### src/rtl/blw_pkg.sv
package blw_pkg;
  typedef enum logic [1:0] {
    LK_IDLE    = 2'd0,
    LK_HELD    = 2'd1,
    LK_EXPIRED = 2'd2
  } lk_state_t;
endpackage

### src/rtl/blw_cmd_match.sv
module blw_cmd_match #(
  parameter int unsigned CMD_W   = 3,
  parameter int unsigned BANK_W  = 4,
  parameter int unsigned BANK_ID = 0,
  parameter logic [CMD_W-1:0] LOCK_CODE   = 3'b101,
  parameter logic [CMD_W-1:0] UNLOCK_CODE = 3'b110
) (
  input  logic              cmd_valid,
  input  logic [CMD_W-1:0]  cmd_code,
  input  logic [BANK_W-1:0] cmd_bank,
  output logic              lock_hit,
  output logic              unlock_hit
);
  localparam logic [BANK_W-1:0] OWN_BANK = BANK_W'(BANK_ID);

  logic mine;

  always_comb begin
    mine       = cmd_valid && (cmd_bank == OWN_BANK);
    lock_hit   = mine && (cmd_code == LOCK_CODE);
    unlock_hit = mine && (cmd_code == UNLOCK_CODE);
  end
endmodule

### src/rtl/blw_timer.sv
module blw_timer #(
  parameter int unsigned LIMIT = 1024,
  parameter int unsigned CNT_W = $clog2(LIMIT + 1)
) (
  input  logic             clk,
  input  logic             rst,
  input  logic             clear,
  input  logic             run,
  output logic [CNT_W-1:0] cnt,
  output logic             at_last
);
  localparam logic [CNT_W-1:0] CNT_MAX  = CNT_W'(LIMIT);
  localparam logic [CNT_W-1:0] CNT_LAST = CNT_W'(LIMIT - 1);

  always_ff @(posedge clk) begin
    if (rst || clear) begin
      cnt <= '0;
    end else if (run && (cnt < CNT_MAX)) begin
      cnt <= cnt + 1'b1;
    end
  end

  assign at_last = (cnt == CNT_LAST);
endmodule

### src/rtl/blw_fsm.sv
module blw_fsm
  import blw_pkg::*;
(
  input  logic clk,
  input  logic rst,
  input  logic lock_hit,
  input  logic unlock_hit,
  input  logic at_last,
  output logic tmr_clear,
  output logic tmr_run,
  output logic timeout_evt,
  output logic bank_avail
);
  lk_state_t state, state_nx;
  logic      avail_nx;

  always_comb begin
    state_nx    = state;
    avail_nx    = bank_avail;
    tmr_clear   = 1'b0;
    tmr_run     = 1'b0;
    timeout_evt = 1'b0;
    unique case (state)
      LK_IDLE, LK_EXPIRED: begin
        if (lock_hit) begin
          state_nx  = LK_HELD;
          avail_nx  = 1'b0;
          tmr_clear = 1'b1;
        end else if (unlock_hit && (state == LK_EXPIRED)) begin
          state_nx  = LK_IDLE;
          tmr_clear = 1'b1;
        end
      end
      LK_HELD: begin
        if (unlock_hit) begin
          state_nx  = LK_IDLE;
          avail_nx  = 1'b1;
          tmr_clear = 1'b1;
        end else begin
          tmr_run = 1'b1;
          if (at_last) begin
            state_nx    = LK_EXPIRED;
            avail_nx    = 1'b1;
            timeout_evt = 1'b1;
          end
        end
      end
      default: begin
        state_nx  = LK_IDLE;
        avail_nx  = 1'b1;
        tmr_clear = 1'b1;
      end
    endcase
  end

  always_ff @(posedge clk) begin
    if (rst) begin
      state      <= LK_IDLE;
      bank_avail <= 1'b1;
    end else begin
      state      <= state_nx;
      bank_avail <= avail_nx;
    end
  end
endmodule

### src/rtl/blw_err_reg.sv
module blw_err_reg (
  input  logic clk,
  input  logic rst,
  input  logic set_evt,
  input  logic disable_set,
  input  logic clr_we,
  input  logic clr_bit,
  output logic err
);
  always_ff @(posedge clk) begin
    if (rst) begin
      err <= 1'b0;
    end else if (set_evt && !disable_set) begin
      err <= 1'b1;
    end else if (clr_we && clr_bit) begin
      err <= 1'b0;
    end
  end
endmodule

### src/rtl/bank_lock_watchdog.sv
module bank_lock_watchdog #(
  parameter int unsigned CMD_W   = 3,
  parameter int unsigned BANK_W  = 4,
  parameter int unsigned BANK_ID = 0,
  parameter int unsigned LIMIT   = 1024,
  parameter logic [CMD_W-1:0] LOCK_CODE   = 3'b101,
  parameter logic [CMD_W-1:0] UNLOCK_CODE = 3'b110
) (
  input  logic              clk,
  input  logic              rst,
  input  logic              cmd_valid,
  input  logic [CMD_W-1:0]  cmd_code,
  input  logic [BANK_W-1:0] cmd_bank,
  input  logic              cfg_lock_to_dis,
  input  logic              err_clr_we,
  input  logic              err_clr_bit,
  output logic              bank_avail,
  output logic              lock_err
);
  localparam int unsigned CNT_W = $clog2(LIMIT + 1);

  logic             lock_hit, unlock_hit;
  logic             tmr_clear, tmr_run, at_last, timeout_evt;
  logic [CNT_W-1:0] timer_cnt;

  blw_cmd_match #(
    .CMD_W(CMD_W), .BANK_W(BANK_W), .BANK_ID(BANK_ID),
    .LOCK_CODE(LOCK_CODE), .UNLOCK_CODE(UNLOCK_CODE)
  ) u_match (
    .cmd_valid (cmd_valid),
    .cmd_code  (cmd_code),
    .cmd_bank  (cmd_bank),
    .lock_hit  (lock_hit),
    .unlock_hit(unlock_hit)
  );

  blw_timer #(.LIMIT(LIMIT), .CNT_W(CNT_W)) u_timer (
    .clk    (clk),
    .rst    (rst),
    .clear  (tmr_clear),
    .run    (tmr_run),
    .cnt    (timer_cnt),
    .at_last(at_last)
  );

  blw_fsm u_fsm (
    .clk        (clk),
    .rst        (rst),
    .lock_hit   (lock_hit),
    .unlock_hit (unlock_hit),
    .at_last    (at_last),
    .tmr_clear  (tmr_clear),
    .tmr_run    (tmr_run),
    .timeout_evt(timeout_evt),
    .bank_avail (bank_avail)
  );

  blw_err_reg u_err (
    .clk        (clk),
    .rst        (rst),
    .set_evt    (timeout_evt),
    .disable_set(cfg_lock_to_dis),
    .clr_we     (err_clr_we),
    .clr_bit    (err_clr_bit),
    .err        (lock_err)
  );
endmodule

### config.mk
export PLATFORM = sky130hd
export DESIGN_NAME = bank_lock_watchdog
export DESIGN_NICKNAME = d
export VERILOG_FILES = /design/src/rtl/blw_pkg.sv /design/src/rtl/blw_cmd_match.sv /design/src/rtl/blw_timer.sv /design/src/rtl/blw_fsm.sv /design/src/rtl/blw_err_reg.sv /design/src/rtl/bank_lock_watchdog.sv
export SDC_FILE = /design/constraint.sdc
export NUM_CORES = 1
export LEC_CHECK = 0
export ABC_AREA = 1
export CAP_MARGIN = 30
export CORE_ASPECT_RATIO = 0.7
export CORE_UTILIZATION = 45
export DETAILED_ROUTE_END_ITERATION = 8
export HOLD_SLACK_MARGIN = 0.15
export PLACE_DENSITY = 0.72
export SLEW_MARGIN = 20
export SYNTH_ARGS = -nofsm -noshare
export SYNTH_HDL_FRONTEND = slang
export SYNTH_SLANG_ARGS = --single-unit
### constraint.sdc
create_clock -name clk -period 1.75 [get_ports clk]
set_clock_uncertainty 0.1 [all_clocks]
set_input_delay 0.175 -clock clk [delete_from_list [all_inputs] [get_ports clk]]
set_output_delay 0.175 -clock clk [all_outputs]
set_load 0.02 [all_outputs]
==> impl_metrics.ini, run 1 <==
[outcome]
outcome = complete, but fails checks
violations = DRC

[place]
placedCellCount = 166
portBuffers = 14
gp_congestion = 0.795
dp_hpwl_mm = 1.55
place_ws_ns = 0.111

[synthesis]
synth_nets = 144
synth_warnings = 0
synth.most_common_cell = nand2_1
ys_types = 20
synth_fa_ha_area_frac = 0.0131
synth_commonest_cells = nand2_1, dfxtp_1, inv_1, a21oi_2, nand3_1
synth-edff-count = 0
synth-simple-area-share = 0.434
synth.top_cell.area_share = 0.314
synth_xor_area_frac = 0.0458
synth_sequential_area_ratio = 0.314
synth_top_area_cell = dfxtp_1
muxShareOfSynthArea = 0
synthFlopType = dfxtp_1
syn_area_per_cell_um2 = 7.36
ys_async_sr_fraction = 0
syn_inst = 130
yosys-top-cells-area = dfxtp_1, nand2_1, a21oi_2
synth-compound-area-share = 0.114
synth_top_family_by_area = simple AND/OR/NAND/NOR gates
syn_area_um2 = 957
synth_seq_cells = 15

[critical_path]
critPathBufInv = 1
cp_slowest_cell = clkdlybuf4s50_1
crit_start = u_fsm.bank_avail
worstPathMaxFanout = 2
r2r-end = u_fsm.bank_avail
path_depth = 1
cp.required_ns = 1.47
cpLargestDelayFamily = buffers and inverters
worst-r2r-cell-count = 8
cp-end-kind = primary output
critPathKind = flip-flop to primary output
critPathLaunchType = flip-flop
arrival_ns = 1.25
crit_end = bank_avail
cp_slowest_stage_delay_ns = 0.62
timing.rr.start = u_timer.cnt[1]
crit_chain = clkdlybuf4s50_1
ff2ff_setup_slack_ns = 0.28

[cells_and_area]
final_cells = 170
layout-drive-gt1-share = 0.250
diodes = 0
fin_nets = 163
syn2layout_area_growth_pct = 19.0
post-route-util = 0.588

[routing]
drc = 2
dr.pass1.iters = 6
via_per_inst = 5.02
vias = 853
drt_wl_total_mm = 1.97
drt_iter0_drc = 31
wl_per_cell_um = 11.6
antenna_left = 0

[sta]
fin_crit_ns = 1.52
finalWorstSetupSlack_ns = 0.228
clock.fmax_mhz = 657
min_period_over_period = 0.870
timing.hold.ws_ns = 0.364
finalMaxSlewViolations = 0
finalSetupViolations = 0
tns_ns = 0
hold_viol = 0
relSlewSlack = 0.832
tightest_slew_ns = 0.252
rsz0062_at_grt = false

[pwr]
internal_power_uw = 460
powerDensity_nw_per_um2 = 522
clkPwrFrac = 0.331
irDropWorstVdd_mv = 0.458
seqPwrFrac = 0.575
swShare = 0.225
p_comb_frac = 0.094
switching_power_uw = 134
p_leak_uw = 0.000403

[clock_network]
cts_setup_buffers = 0
cts_buffer_depth = 2
cts_buffers = 3
ctsHoldBuffers = 0
cts-root-buf = clkbuf_4
htree_num_levels = 1
worstSkewPairLatency_ns = 0.28
tritoncts = yes
cts_resized = 0
cts_sinks = 15
clk_pin_slew_ns = 0.09

[floorplanning]
io_pins = 15
die_width_um = 57.1
design.die.area_um2 = 2320
start_util = 0.495
die_y_um = 40.6
rows = 13
core_area_um2 = 1940

[global_route]
grt_pass1_vias = 727
grt_pass1_wl_mm = 3.24
antenna_found_initial = 0
grt.total_usage = 0.193
grt-ovfl-total = 0
grt_max_degree = 13

[run]
maxCapViolations = 0

[min_path]
hold_path_class = flip-flop to flip-flop
-- final cells by class --
cell class | count | area [µm²]
Sequential cell | 15 | 300
Inverter | 15 | 56.3
Tap cell | 22 | 27.5
Multi-Input combinational cell | 99 | 581
Timing Repair Buffer | 15 | 148
Clock buffer | 4 | 26.3
Fill cell | 180 | 797
-- flip-flops by register name, summed over array words and instances, names as in the netlist --
signal / flops
u_timer.cnt: 11
u_fsm.state: 2
u_err.err: 1
u_fsm.bank_avail: 1
-- per-stage QoR --
stage,instance area (µm²),total power (µW)
6_report,1140,594
5_1_grt,1140,624
4_1_cts,1140,599
3_5_place_dp,1110,405
3_3_place_gp,1110,404
2_1_floorplan,957,377
-- logic make-up (layout without fill, tap and decap cells) --
family,Yosys count,count (layout)
xor+xnor,5,5
fa+ha+maj,1,1
buf+inv,16,34
compound gates,15,15
simple gates,78,78
flops,15,15
-- routing by layer --
| metal | up-vias | part of all wire | global-route usage |
|---|---|---|---|
| met5 | - | 0 | 0 |
| met4 | 0 | 0.0061 | 0.0366 |
| met3 | 2 | 0.060 | 0.0581 |
| met2 | 22 | 0.42 | 0.309 |
| met1 | 378 | 0.52 | 0.262 |
| li1 | 451 | - | - |
-- placed cells by master (no fill, tap or decap) --
master,Yosys,layout
a21oi_1,6,6
a21oi_2,9,9
buf_4,0,1
clkbuf_1,0,1
clkbuf_4,0,3
clkdlybuf4s50_1,0,14
clkinv_1,1,1
dfxtp_1,15,15
ha_1,1,1
inv_1,12,12
inv_2,2,2
nand2_1,41,41
nand2_2,5,5
nand2_4,1,1
nand3_1,8,8
nand3_2,5,5
nand4_1,3,3
nor2_1,3,3
nor2_2,6,6
nor2_4,5,5
nor3_1,1,1
xnor2_1,2,2
xor2_1,3,3
-- power groups by stage --
| stage | Combinational [µW] | Sequential [µW] | Clock, µW |
|---|---|---|---|
| floorplan | 26.7 | 350 | 0 |
| global placement | 54.4 | 350 | 0 |
| detailed placement | 55.8 | 350 | 0 |
| CTS | 55.9 | 342 | 201 |
| global route | 61.2 | 342 | 221 |
| finish | 55.9 | 342 | 197 |
-- worst min path at each step --
stage                          start                to  slack, ns  cells past startpoint
floorplan                        rst         u_err.err       0.14                      1
global placement    u_fsm.bank_avail  u_fsm.bank_avail       0.34                      2
detailed placement  u_fsm.bank_avail  u_fsm.bank_avail       0.35                      2
CTS                 u_fsm.bank_avail  u_fsm.bank_avail       0.36                      2
global route        u_fsm.bank_avail  u_fsm.bank_avail       0.40                      2
finish              u_fsm.bank_avail  u_fsm.bank_avail       0.36                      2
Note: power is estimated with default switching activity, not from simulation.
==> inputs of run 2 (changes only) <==
CTS_CLUSTER_DIAMETER = 150   (was not set)
==> results of run 2 <==
The final DEF is identical to that of run 1; final timing and power are the same.
==> inputs of run 3 (changes only) <==
CORE_MARGIN = 10   (was not set)
==> impl_metrics.ini, run 3 (synthesis gave the netlist of run 1 again) <==
[sta]
tightest_slew_ns = 0.274
tns_ns = 0
min_period_over_period = 0.869
timing.hold.ws_ns = 0.357
rsz0062_at_grt = false
finalSetupViolations = 0
clock.fmax_mhz = 657
fin_crit_ns = 1.52
hold_viol = 0
relSlewSlack = 0.817
finalMaxSlewViolations = 0

[cells_and_area]
syn2layout_area_growth_pct = 19.1
layout-drive-gt1-share = 0.257
seqCellArea_um2 = 300
layout_commonest_cell = nand2_1
largest_reg_flops = 11
reg_top3 = u_timer.cnt (11), u_fsm.state (2)
final_cells = 170
fin_nets = 163
nFillCells = 175
multi_input_area_um2 = 581
final_cell_mix = nand2_1, dfxtp_1, clkdlybuf4s50_1
post-route-util = 0.589
regMostFlops = u_timer.cnt
diodes = 0

[pwr]
irDropWorstVdd_mv = 0.282
p_leak_uw = 0.000406
finalPower_uw = 603
powerDensity_nw_per_um2 = 529

[routing]
dr.pass1.iters = 5
antenna_left = 0
drt_iter0_drc = 61
via_per_inst = 5.14
drc = 0
vias = 874
wl_per_cell_um = 12.3
drt_wl_total_mm = 2.10

[clock_network]
cts_resized = 0
htree_num_levels = 1
tritoncts = yes
cts-root-buf = clkbuf_4
cts_setup_buffers = 0
ctsHoldBuffers = 0
cts_buffers = 3
cts_sinks = 15
clk_pin_slew_ns = 0.09
worstSkewPairLatency_ns = 0.29
cts_buffer_depth = 2

[global_route]
antenna_found_initial = 0
grt.total_usage = 0.109
grt_pass1_vias = 844
grt-ovfl-total = 0
grt_max_degree = 13
grt_pass1_wl_mm = 3.86

[critical_path]
cp_slowest_cell = clkdlybuf4s50_1
cp_slowest_stage_delay_ns = 0.61
worst-r2r-cell-count = 8
timing.rr.start = u_timer.cnt[1]
path_depth = 1
cp-end-kind = primary output
critPathBufInv = 1
cpLargestDelayFamily = buffers and inverters
arrival_ns = 1.25
crit_chain = clkdlybuf4s50_1
ff2ff_setup_slack_ns = 0.27
critPathLaunchType = flip-flop
critPathKind = flip-flop to primary output
r2r-end = u_fsm.bank_avail
cp.required_ns = 1.47
worstPathMaxFanout = 2

[min_path]
worstHoldPathCells = 2
hold_end = u_fsm.bank_avail
hp-start = u_fsm.bank_avail
hold_path_class = flip-flop to flip-flop

[floorplanning]
die_y_um = 58.6
die_width_um = 75.1
start_util = 0.495
rows = 13
design.die.area_um2 = 4400
io_pins = 15
core_area_um2 = 1940

[place]
portBuffers = 14
dp_hpwl_mm = 1.72
gp_congestion = 0.819
placedCellCount = 166

[outcome]
outcome = completed

[run]
maxCapViolations = 0
-- run 3: changes by cell type in the layout (fill, tap and decap cells not counted), sizes merged --
cell	previous run	this run
clkbuf	4	3
clkinv	1	2
-- run 3: final cells by class --
cell class / count / area share
inverter: 15 / 0.0494
tap: 22 / 0.0241
sequential: 15 / 0.263
timing repair buffer: 15 / 0.130
multi-input combinational: 99 / 0.509
clock inverter: 1 / 0.00439
clock buffer: 3 / 0.0198
-- run 3: stage by stage --
| stage | setup slack [ns] | instance area, µm² |
|---|---|---|
| 2_1_floorplan | 0.361 | 957 |
| 3_3_place_gp | 0.143 | 1110 |
| 3_5_place_dp | 0.0972 | 1110 |
| 4_1_cts | 0.203 | 1140 |
| 5_1_grt | 0.135 | 1140 |
| 6_report | 0.229 | 1140 |
-- run 3: power by group --
group          switching (µW)  internal (µW)
registers               0.223            341
clock network             120           85.2
logic                    25.9           30.5
-- run 3: layer usage --
layer	global-route usage	vias to the layer above	wire length, µm
li1	-	449	-
met1	0.139	406	1020
met2	0.174	14	942
met3	0.0369	5	107
met4	0.0242	0	20
met5	0	-	0
-- run 3: worst max path at each step --
stage                           startpoint                to
after detailed placement       cmd_bank[1]    u_timer.cnt[8]
after floorplan             u_timer.cnt[0]  u_fsm.bank_avail
final                     u_fsm.bank_avail        bank_avail
after CTS                 u_fsm.bank_avail        bank_avail
after global routing        u_timer.cnt[1]  u_fsm.bank_avail
after global placement         cmd_bank[3]   u_timer.cnt[10]
